==> src/rtl/eth_af_pkg.sv <==
package eth_af_pkg;

    localparam int MAC_BYTES  = 6;
    localparam int MAC_W      = MAC_BYTES * 8;
    localparam int CRC_W      = 32;
    localparam int HASH_BITS  = 64;
    localparam int HASH_IDX_W = $clog2(HASH_BITS);
    localparam logic [CRC_W-1:0] CRC_POLY = 32'hEDB88320;
    localparam logic [CRC_W-1:0] CRC_INIT = '1;

    typedef logic [MAC_W-1:0] mac_t;

    typedef enum logic [1:0] {
        DST_UNICAST   = 2'd0,
        DST_MULTICAST = 2'd1,
        DST_BROADCAST = 2'd2
    } dst_kind_e;

    typedef struct packed {
        logic valid;
        logic accept;
    } verdict_t;

    // One byte through the reflected CRC register, low bit first.
    function automatic logic [CRC_W-1:0] crc_step_byte(
        input logic [CRC_W-1:0] crc_in,
        input logic [7:0]       data
    );
        logic [CRC_W-1:0] c;
        c = crc_in;
        for (int i = 0; i < 8; i++) begin
            if (c[0] ^ data[i]) c = (c >> 1) ^ CRC_POLY;
            else                c = c >> 1;
        end
        return c;
    endfunction

    // Byte 0 sits in the top byte of the packed address.
    function automatic dst_kind_e classify(input mac_t a);
        if (&a)              return DST_BROADCAST;
        else if (a[MAC_W-8]) return DST_MULTICAST;
        else                 return DST_UNICAST;
    endfunction

endpackage

==> src/rtl/af_collect.sv <==
module af_collect
    import eth_af_pkg::*;
#(
    parameter int NB = MAC_BYTES
) (
    input  logic                  clk,
    input  logic                  rst,
    input  logic                  byte_valid,
    input  logic                  first_byte,
    input  logic [7:0]            byte_data,
    output logic                  last_byte,
    output mac_t                  addr_full,
    output logic [HASH_IDX_W-1:0] hash_idx
);
    localparam int CNT_W = $clog2(NB + 1);
    localparam logic [CNT_W-1:0] IDLE = CNT_W'(NB);
    localparam logic [CNT_W-1:0] LAST = CNT_W'(NB - 1);

    logic [CNT_W-1:0] idx_q, pos;
    logic [CRC_W-1:0] crc_q, crc_in, crc_nx;
    mac_t             addr_q, addr_nx;
    logic             take;

    always_comb begin
        take    = byte_valid && (first_byte || idx_q != IDLE);
        pos     = first_byte ? '0 : idx_q;
        crc_in  = first_byte ? CRC_INIT : crc_q;
        crc_nx  = crc_step_byte(crc_in, byte_data);
        addr_nx = {addr_q[MAC_W-9:0], byte_data};
    end

    assign last_byte = take && (pos == LAST);
    assign addr_full = addr_nx;
    assign hash_idx  = crc_nx[CRC_W-1 -: HASH_IDX_W];

    always_ff @(posedge clk) begin
        if (rst) begin
            idx_q  <= IDLE;
            crc_q  <= CRC_INIT;
            addr_q <= '0;
        end else if (take) begin
            idx_q  <= pos + 1'b1;
            crc_q  <= crc_nx;
            addr_q <= addr_nx;
        end
    end

    // Surplus bytes without a start marker leave the collector idle.
    assert_idle_hold_R2: assert property (@(posedge clk) disable iff (rst)
        (idx_q == IDLE && !first_byte) |=> (idx_q == IDLE));

endmodule

==> src/rtl/af_hash_lookup.sv <==
module af_hash_lookup
    import eth_af_pkg::*;
(
    input  logic [HASH_IDX_W-1:0] idx,
    input  logic [31:0]           hash_lo,
    input  logic [31:0]           hash_hi,
    output logic                  hit
);
    logic [HASH_BITS-1:0] table_w;

    // Upper index bit chooses the high word.
    assign table_w = {hash_hi, hash_lo};
    assign hit     = table_w[idx];

endmodule

==> src/rtl/af_decide.sv <==
module af_decide
    import eth_af_pkg::*;
(
    input  logic                  clk,
    input  logic                  rst,
    input  logic                  last_byte,
    input  mac_t                  addr,
    input  logic [HASH_IDX_W-1:0] hash_idx,
    input  logic [31:0]           station_lo,
    input  logic [15:0]           station_hi,
    input  logic [31:0]           hash_lo,
    input  logic [31:0]           hash_hi,
    input  logic                  promisc,
    input  logic                  bcast_en,
    output verdict_t              verdict
);
    mac_t      station;
    dst_kind_e kind;
    logic      hash_hit;
    logic      keep;

    af_hash_lookup u_hash (
        .idx     (hash_idx),
        .hash_lo (hash_lo),
        .hash_hi (hash_hi),
        .hit     (hash_hit)
    );

    always_comb begin
        station = {station_hi, station_lo};
        kind    = classify(addr);
        if (promisc) keep = 1'b1;
        else begin
            unique case (kind)
                DST_BROADCAST: keep = bcast_en;
                DST_MULTICAST: keep = hash_hit;
                default:       keep = (addr == station);
            endcase
        end
    end

    always_ff @(posedge clk) begin
        if (rst) verdict <= '0;
        else begin
            verdict.valid  <= last_byte;
            verdict.accept <= last_byte && keep;
        end
    end

    assert_valid_pulse_R3: assert property (@(posedge clk) disable iff (rst)
        verdict.valid |=> !verdict.valid);

    assert_bcast_block_R5: assert property (@(posedge clk) disable iff (rst)
        (last_byte && (&addr) && !promisc && !bcast_en)
            |=> (verdict.valid && !verdict.accept));

endmodule

==> src/rtl/eth_dst_filter.sv <==
module eth_dst_filter
    import eth_af_pkg::*;
(
    input  logic        clk,
    input  logic        rst,
    input  logic        byte_valid,
    input  logic        first_byte,
    input  logic [7:0]  byte_data,
    input  logic [31:0] station_lo,
    input  logic [15:0] station_hi,
    input  logic [31:0] hash_lo,
    input  logic [31:0] hash_hi,
    input  logic        promisc,
    input  logic        bcast_en,
    output logic        dec_valid,
    output logic        dec_accept
);
    logic                  last_byte;
    mac_t                  addr_full;
    logic [HASH_IDX_W-1:0] hash_idx;
    verdict_t              verdict;

    af_collect #(.NB(MAC_BYTES)) u_collect (
        .clk        (clk),
        .rst        (rst),
        .byte_valid (byte_valid),
        .first_byte (first_byte),
        .byte_data  (byte_data),
        .last_byte  (last_byte),
        .addr_full  (addr_full),
        .hash_idx   (hash_idx)
    );

    af_decide u_decide (
        .clk        (clk),
        .rst        (rst),
        .last_byte  (last_byte),
        .addr       (addr_full),
        .hash_idx   (hash_idx),
        .station_lo (station_lo),
        .station_hi (station_hi),
        .hash_lo    (hash_lo),
        .hash_hi    (hash_hi),
        .promisc    (promisc),
        .bcast_en   (bcast_en),
        .verdict    (verdict)
    );

    assign dec_valid  = verdict.valid;
    assign dec_accept = verdict.accept;

    assert_valid_follows_byte_R3: assert property (@(posedge clk) disable iff (rst)
        dec_valid |-> $past(byte_valid));

    assert_promisc_accept_R9: assert property (@(posedge clk) disable iff (rst)
        (dec_valid && $past(promisc)) |-> dec_accept);

endmodule

==> config.mk <==
export PLATFORM = sky130hd
export DESIGN_NAME = eth_dst_filter
export DESIGN_NICKNAME = d
export VERILOG_FILES = /design/src/rtl/eth_af_pkg.sv /design/src/rtl/af_collect.sv /design/src/rtl/af_hash_lookup.sv /design/src/rtl/af_decide.sv /design/src/rtl/eth_dst_filter.sv
export SDC_FILE = /design/constraint.sdc
export NUM_CORES = 1
export LEC_CHECK = 0
export BUFFER_PORTS_ARGS = -buffer_cell sky130_fd_sc_hd__buf_2
export CAP_MARGIN = 10
export CORE_UTILIZATION = 50
export CTS_CLUSTER_DIAMETER = 30
export DETAILED_ROUTE_END_ITERATION = 10
export PLACE_DENSITY = 0.79
export SETUP_SLACK_MARGIN = 0.2
export SYNTH_ARGS = -nofsm -noshare
export SYNTH_HDL_FRONTEND = slang
export SYNTH_HIERARCHICAL = 1
export SYNTH_SLANG_ARGS = --single-unit
==> constraint.sdc <==
create_clock -name clk -period 4.4 [get_ports clk]
set_input_delay 0.22 -clock clk [delete_from_list [all_inputs] [get_ports clk]]
set_output_delay 0.22 -clock clk [all_outputs]
set_load 0.1 [all_outputs]
Word-level counts from Yosys, hierarchy flattened
Index checks and enable logic that the tools add are counted.
{ "classes": {"reduce_logical": 5, "n_mux": 16, "bitwise_logic": 16, "add_sub_neg": 1, "magnitude_cmp": 1, "eq_ne": 5} }
{ "ops": {"columns": ["op", "n"], "rows": [
  ["$mux W32", 9],
  ["$not A13 Y14", 8],
  ["$eq A48 B48 Y1", 1],
  ["$reduce_and A48 Y1", 1],
  ["$xor A1 B1 Y1", 8],
  ["$lt A6 B7 Y1 const B", 1],
  ["$bmux W1 S6", 1],
  ["$add A3 B1 Y3 const B", 1],
  ["$eq A3 B3 Y1 const B", 1],
  ["$logic_and A1 B1 Y1", 3],
  ["$mux W1", 3],
  ["$mux W3", 1],
  ["$ne A3 B3 Y1 const B", 1],
  ["$eq A2 B1 Y1 const B", 1],
  ["$eq A2 B2 Y1 const B", 1],
  ["$mux W2", 1],
  ["$pmux W1 S2", 1],
  ["$logic_or A1 B1 Y1", 1]
]} }
{ "totals": {"reg_bits": 77, "out_inout_bits": 2, "in_bits": 126, "wordCells": 49} }

Logic depth before layout (Yosys ltp)
{ "depth": {"word_depth": 22, "mapped_depth": 17, "depth_no_buf": 13} }

Modules after synthesis
The synthesis kept the hierarchy.
{ "by_module_without_submodules": {"columns": ["module", "area_per_inst_um2", "seq_area_each_um2", "instances", "cells_per_inst"], "rows": [
  ["af_collect", 3829.9, 1501.4, 1, 452],
  ["af_decide", 704.4, 40.0, 1, 87],
  ["af_hash_lookup", 600.6, 0.0, 1, 62]
]} }

Worst setup path after synthesis
OpenSTA, ideal clock, no wires.
{ "synth_path": {"path_type": "flip-flop to flip-flop", "startpoint": "reg u_collect.crc_q[0]", "endpoint": "reg, netlist name u_decide/verdict[0]", "stages_incl_launch_ff": 17, "setup_ns": 0.126, "t_arrival_ns": 2.924, "required_time_ns": 4.274, "setup_slack_ns": 1.350, "path_cell_list": "dfxtp_1 buf_2 xnor2_1 nor2_4 xnor2_2 xnor2_1 xnor2_1 buf_4 buf_6 mux4_2 o2111ai_1 nand3_1 a211oi_2 a211oi_2 nor2_1 and3_1 nor4b_2"} }
{ "synth_between": {"elab_chain_len": 17} }
{ "synth_rtl": {"columns": ["element", "line", "text"], "rows": [
  ["from (decl)", "af_collect.sv:20", "logic [CRC_W-1:0] crc_q, crc_in, crc_nx;"],
  ["from (signal assigned)", "af_collect.sv:43", "crc_q <= crc_nx;"],
  ["$mux W32 (*)", "af_collect.sv:27", "crc_in = first_byte ? CRC_INIT : crc_q;"],
  ["$xor A1 B1 Y1 (*)", "eth_af_pkg.sv:32", "if (c[0] ^ data[i]) c = (c >> 1) ^ CRC_POLY;"],
  ["$mux W32 (*) (6 in a row)", "eth_af_pkg.sv:32", null],
  ["$xor A1 B1 Y1 (*)", "eth_af_pkg.sv:32", null],
  ["$mux W32 (*)", "eth_af_pkg.sv:32", null],
  ["$not A13 Y14 (no source line)", null, null],
  ["$mux W32 (*)", "eth_af_pkg.sv:32", null],
  ["named net u_collect.crc_nx[26]", "af_collect.sv:20", null],
  ["$bmux W1 S6 (*)", "af_hash_lookup.sv:13", "assign hit = table_w[idx];"],
  ["$mux W1 (not written as such) (*)", "af_hash_lookup.sv:13", null],
  ["named net u_decide.hash_hit", "af_decide.sv:19", "logic hash_hit;"],
  ["$pmux W1 S2 (*)", "af_decide.sv:34", "unique case (kind)"],
  ["$mux W1 (*)", "af_decide.sv:32", "if (promisc) keep = 1'b1;"],
  ["$logic_and A1 B1 Y1 (*)", "af_decide.sv:46", "verdict.accept <= last_byte && keep;"]
]} }
Mark *: on every way through the listed nets, which the timed path passes. The rest lies on a longest branch. The select of a mux whose other input is x is not followed.
A chain may end at the register's enable or synchronous reset.

Worst setup path in the final report
{ "layout_path": {"startpoint": "reg u_collect.crc_q[1]", "endpoint": "reg, netlist name u_decide/verdict[0]"} }
{ "layout_between": {"elab_chain_len": 16} }
{ "layout_rtl": {"columns": ["element", "line", "text"], "rows": [
  ["$mux W32", "af_collect.sv:27", null],
  ["$mux W32", "eth_af_pkg.sv:32", null],
  ["$xor A1 B1 Y1", "eth_af_pkg.sv:32", null],
  ["$mux W32 (6 in a row)", "eth_af_pkg.sv:32", null],
  ["$xor A1 B1 Y1", "eth_af_pkg.sv:32", null],
  ["$mux W32", "eth_af_pkg.sv:32", null],
  ["named net hash_idx[5]", "eth_dst_filter.sv:20", "logic [HASH_IDX_W-1:0] hash_idx;"],
  ["$bmux W1 S6", "af_hash_lookup.sv:13", null],
  ["$mux W1 (not written as such)", "af_hash_lookup.sv:13", null],
  ["named net u_decide.hash_hit", "af_decide.sv:19", null],
  ["$pmux W1 S2", "af_decide.sv:34", null],
  ["$mux W1", "af_decide.sv:32", null],
  ["$logic_and A1 B1 Y1", "af_decide.sv:46", null]
]} }
The timed path passes the listed nets, and every way through them passes these cells. The select of a mux whose other input is x is not followed.

==> results.py <==
metrics = {
    "power": {
        "vdd.ir_drop.worst_mv": 0.2468,
        "power_switching_w": 0.001005,
        "finalPower_w": 0.002601,
        "power_frac_clock_pct": 19.4,
        "intPower_w": 0.001597,
        "power.share.sequential_pct": 31.3,
        "comb_power_share_pct": 49.3,
        "power_density_nw_per_um2": 441.4,
        "switching_share_pct": 38.63,
        "p_leak_nw": 2.284,
    },
    "synth": {
        "synthesis.nets": 729,
        "synth_ff_type": "dfxtp_1",
        "ys_warn_count": 6,
        "synth_cell_types": 54,
        "synth_area_sq_um": 5135,
        "syn_avg_cell_area_sq_um": 8.544,
        "ys_ff_latch": 77,
        "synth-async-reset-ratio_pct": 0,
        "syn_inst": 601,
        "synth_enable_flop_cells": 0,
        "ys_seq_area_share_pct": 30.02,
    },
    "die": {
        "die-area_sq_um": 10680,
        "ioPinCount": 128,
        "core_sq_um": 9864,
        "rows": 36,
        "dieHeight_um": 103.3,
        "start_util_pct": 52.05,
        "die_x_um": 103.3,
    },
    "worst_setup_path": {
        "cp.required_ns": 4.65,
        "arrival_ns": 3.74,
        "reg2regPathDepth": 14,
        "r2r_start": "u_collect/crc_q[1]",
        "critPathMaxStageDelay_ns": 0.56,
        "r2r_slack_ns": 0.91,
        "path_buf_inv": 1,
        "crit_end": "u_decide/verdict[0]",
        "r2r_end": "u_decide/verdict[0]",
        "crit_slowest_cell": "mux4_2",
        "critPathTopFamily": "XOR/XNOR gates",
        "cp.depth": 14,
        "crit_start": "u_collect/crc_q[1]",
        "worstPathMaxFanout": 20,
        "startpoint_type": "flop",
        "crit_chain": "xnor2_1 > nor2_2 > xnor2_4 > xor2_2 > xnor2_2 > buf_4 > mux4_2 > o2111ai_1 > nand3_1 > a211oi_2 > a211oi_2 > nor2_1 > and3_1 > nor4b_2",
        "end_kind": "flop",
        "crit_top_cell": "a211oi_2",
        "path_class": "flop to flop",
    },
    "hold_path": {
        "hp-class": "input port to flop",
    },
    "placement": {
        "post_dp_cell_area_sq_um": 5712,
        "port_buffers": 127,
        "place_hpwl_um": 10310,
        "routabilityCongestion": 0.8683,
    },
    "drt": {
        "drc": 0,
        "final_antenna_net_count": 0,
        "wirelength_um": 13770,
        "vias": 4641,
        "drt_iter0_markers": 317,
        "drt-pass1-iter-count": 6,
        "routedWlPerCell_um": 16.49,
        "drt-vias-per-instance": 5.558,
    },
    "sta": {
        "fin_crit_ns": 3.489,
        "hold_violations": 0,
        "slew_violations": 0,
        "timing.fmax_mhz": 286.6,
        "slew_headroom_pct": 32.77,
        "hold_slack_ns": 0.1957,
        "fin_skew_ns": 0.01446,
        "final.setup.tns_ns": 0,
        "rsz0062_at_grt": "false",
        "finalCritPeriodShare_pct": 79.29,
        "tightestPinTransition_ns": 1.007,
        "setup_viol": 0,
    },
    "run_status": {
        "status": "finished, final reports clean",
    },
    "final_layout": {
        "area_delta_synth_final_pct": 14.77,
        "final_util_pct": 59.74,
        "nFillCells": 874,
        "diodes": 0,
        "final_common_cell": "buf_2",
        "final_cell_mix": "127 x buf_2, 115 x nand2_1, 97 x xnor2_1",
        "design_area_sq_um": 5893,
        "drive_above_1_share_pct": 26.50,
        "nets": 825,
    },
    "clock_network": {
        "cts_hold_buf": 0,
        "cts_resized": 0,
        "htree_levels": 3,
        "clk_latency_ns": 0.37,
        "cts_buffer_depth": 2,
        "root_buffer": "clkbuf_8",
        "post_cts.repair.setup_buffers": 0,
        "cts.clk_slew.worst_paths_ns": 0.09,
        "cts_buffers": 9,
        "clkSinkCount": 77,
        "cts_tree": "done",
    },
    "global_route": {
        "grtUsageTotal_pct": 25.78,
        "grt.overflow.total": 0,
        "grt_pass1_wl_um": 20800,
        "grt_antenna_before_repair": 0,
        "grt_max_degree": 58,
        "grt_pass1_vias": 4307,
    },
    "job": {
        "drv_cap": 0,
    },
}
==> synthesized netlist by cell type (7+ instances only) <==
| library cell | count | area [sq um] |
|---|---|---|
| nand2_1 | 115 | 431.7 |
| xnor2_1 | 99 | 867.1 |
| dfxtp_1 | 77 | 1541 |
| nor2_1 | 45 | 168.9 |
| a21oi_1 | 43 | 215.2 |
| nand4_1 | 26 | 162.7 |
| o211ai_1 | 24 | 180.2 |
| clkbuf_1 | 22 | 82.58 |
| xor2_1 | 18 | 157.7 |
| buf_4 | 14 | 105.1 |
| mux4_2 | 11 | 247.7 |
| nand3_1 | 8 | 40.04 |
| nor4_1 | 8 | 50.05 |
| inv_1 | 7 | 26.28 |
| xnor2_2 | 7 | 113.9 |
==> metrics by stage <==
| step | std cells | setup WS, ns |
|---|---|---|
| CTS | 835 | 0.9116 |
| global placement | 819 | 0.9594 |
| detailed placement | 819 | 0.8605 |
| global route | 835 | 0.6475 |
| floorplan | 601 | 1.350 |
| finish | 835 | 0.9111 |
==> sequential cells by signal, summed over array words and instances, names as in the netlist <==
signal            cells
u_collect/addr_q     40
u_decide/verdict      2
u_collect/crc_q      32
u_collect/idx_q       3
==> power by group through the flow <==
stage	combinational (W)	sequential, W	clock (W)
after floorplan	0.00107	0.000809	0
after global placement	0.00123	0.000827	0
after detailed placement	0.00126	0.000829	0
after CTS	0.00127	0.000814	0.000511
after global routing	0.00138	0.000821	0.000535
final	0.00128	0.000814	0.000505
==> routing by layer <==
metal	global-route usage, %	share of wire, %	vias up	wire length, um
met2	44.73	50	209	6855
met3	4.503	6.8	45	937
met1	31.91	40	2164	5515
li1	-	-	2223	-
met4	9.751	3.3	0	459
met5	0	0	-	0
==> worst min-delay path: stages <==
cell and delay [ns]:
buf_2 0.16, nand2_1 0.08, a21oi_1 0.05
==> worst min-delay path by stage <==
| stage | start | endpoint | slack (ns) | cells past startpoint |
|---|---|---|---|---|
| detailed placement | u_collect/crc_q[28] | u_collect/crc_q[28] | 0.47 | 2 |
| floorplan | rst | u_decide/verdict[1] | 0.30 | 1 |
| CTS | byte_data[1] | u_collect/addr_q[1] | 0.20 | 3 |
| global placement | u_collect/crc_q[29] | u_collect/crc_q[29] | 0.46 | 2 |
| global route | byte_data[5] | u_collect/addr_q[5] | 0.22 | 3 |
| finish | byte_data[1] | u_collect/addr_q[1] | 0.20 | 3 |
==> logic make-up (layout without fill, tap and decap cells) <==
logic type,after synthesis,after routing,share of synthesized area (%)
mux,19,19,6.725
fa+ha+maj,2,2,0.4873
compound gates,87,87,11.01
buf+inv,59,160,6.798
simple gates,226,226,19.83
flops,77,77,30.02
xor+xnor,131,131,25.12
==> cell type report <==
type,instances,area (sq um),area share (%)
clock buffers,9,123.9,2.102
clock inverters,7,57.56,0.9766
inverters,7,26.28,0.4459
multi-input cells,465,3267,55.44
flip-flops and latches,77,1541,26.16
well taps,133,166.4,2.824
repair buffers,137,710.7,12.06
(Power assumes the default switching activity.)
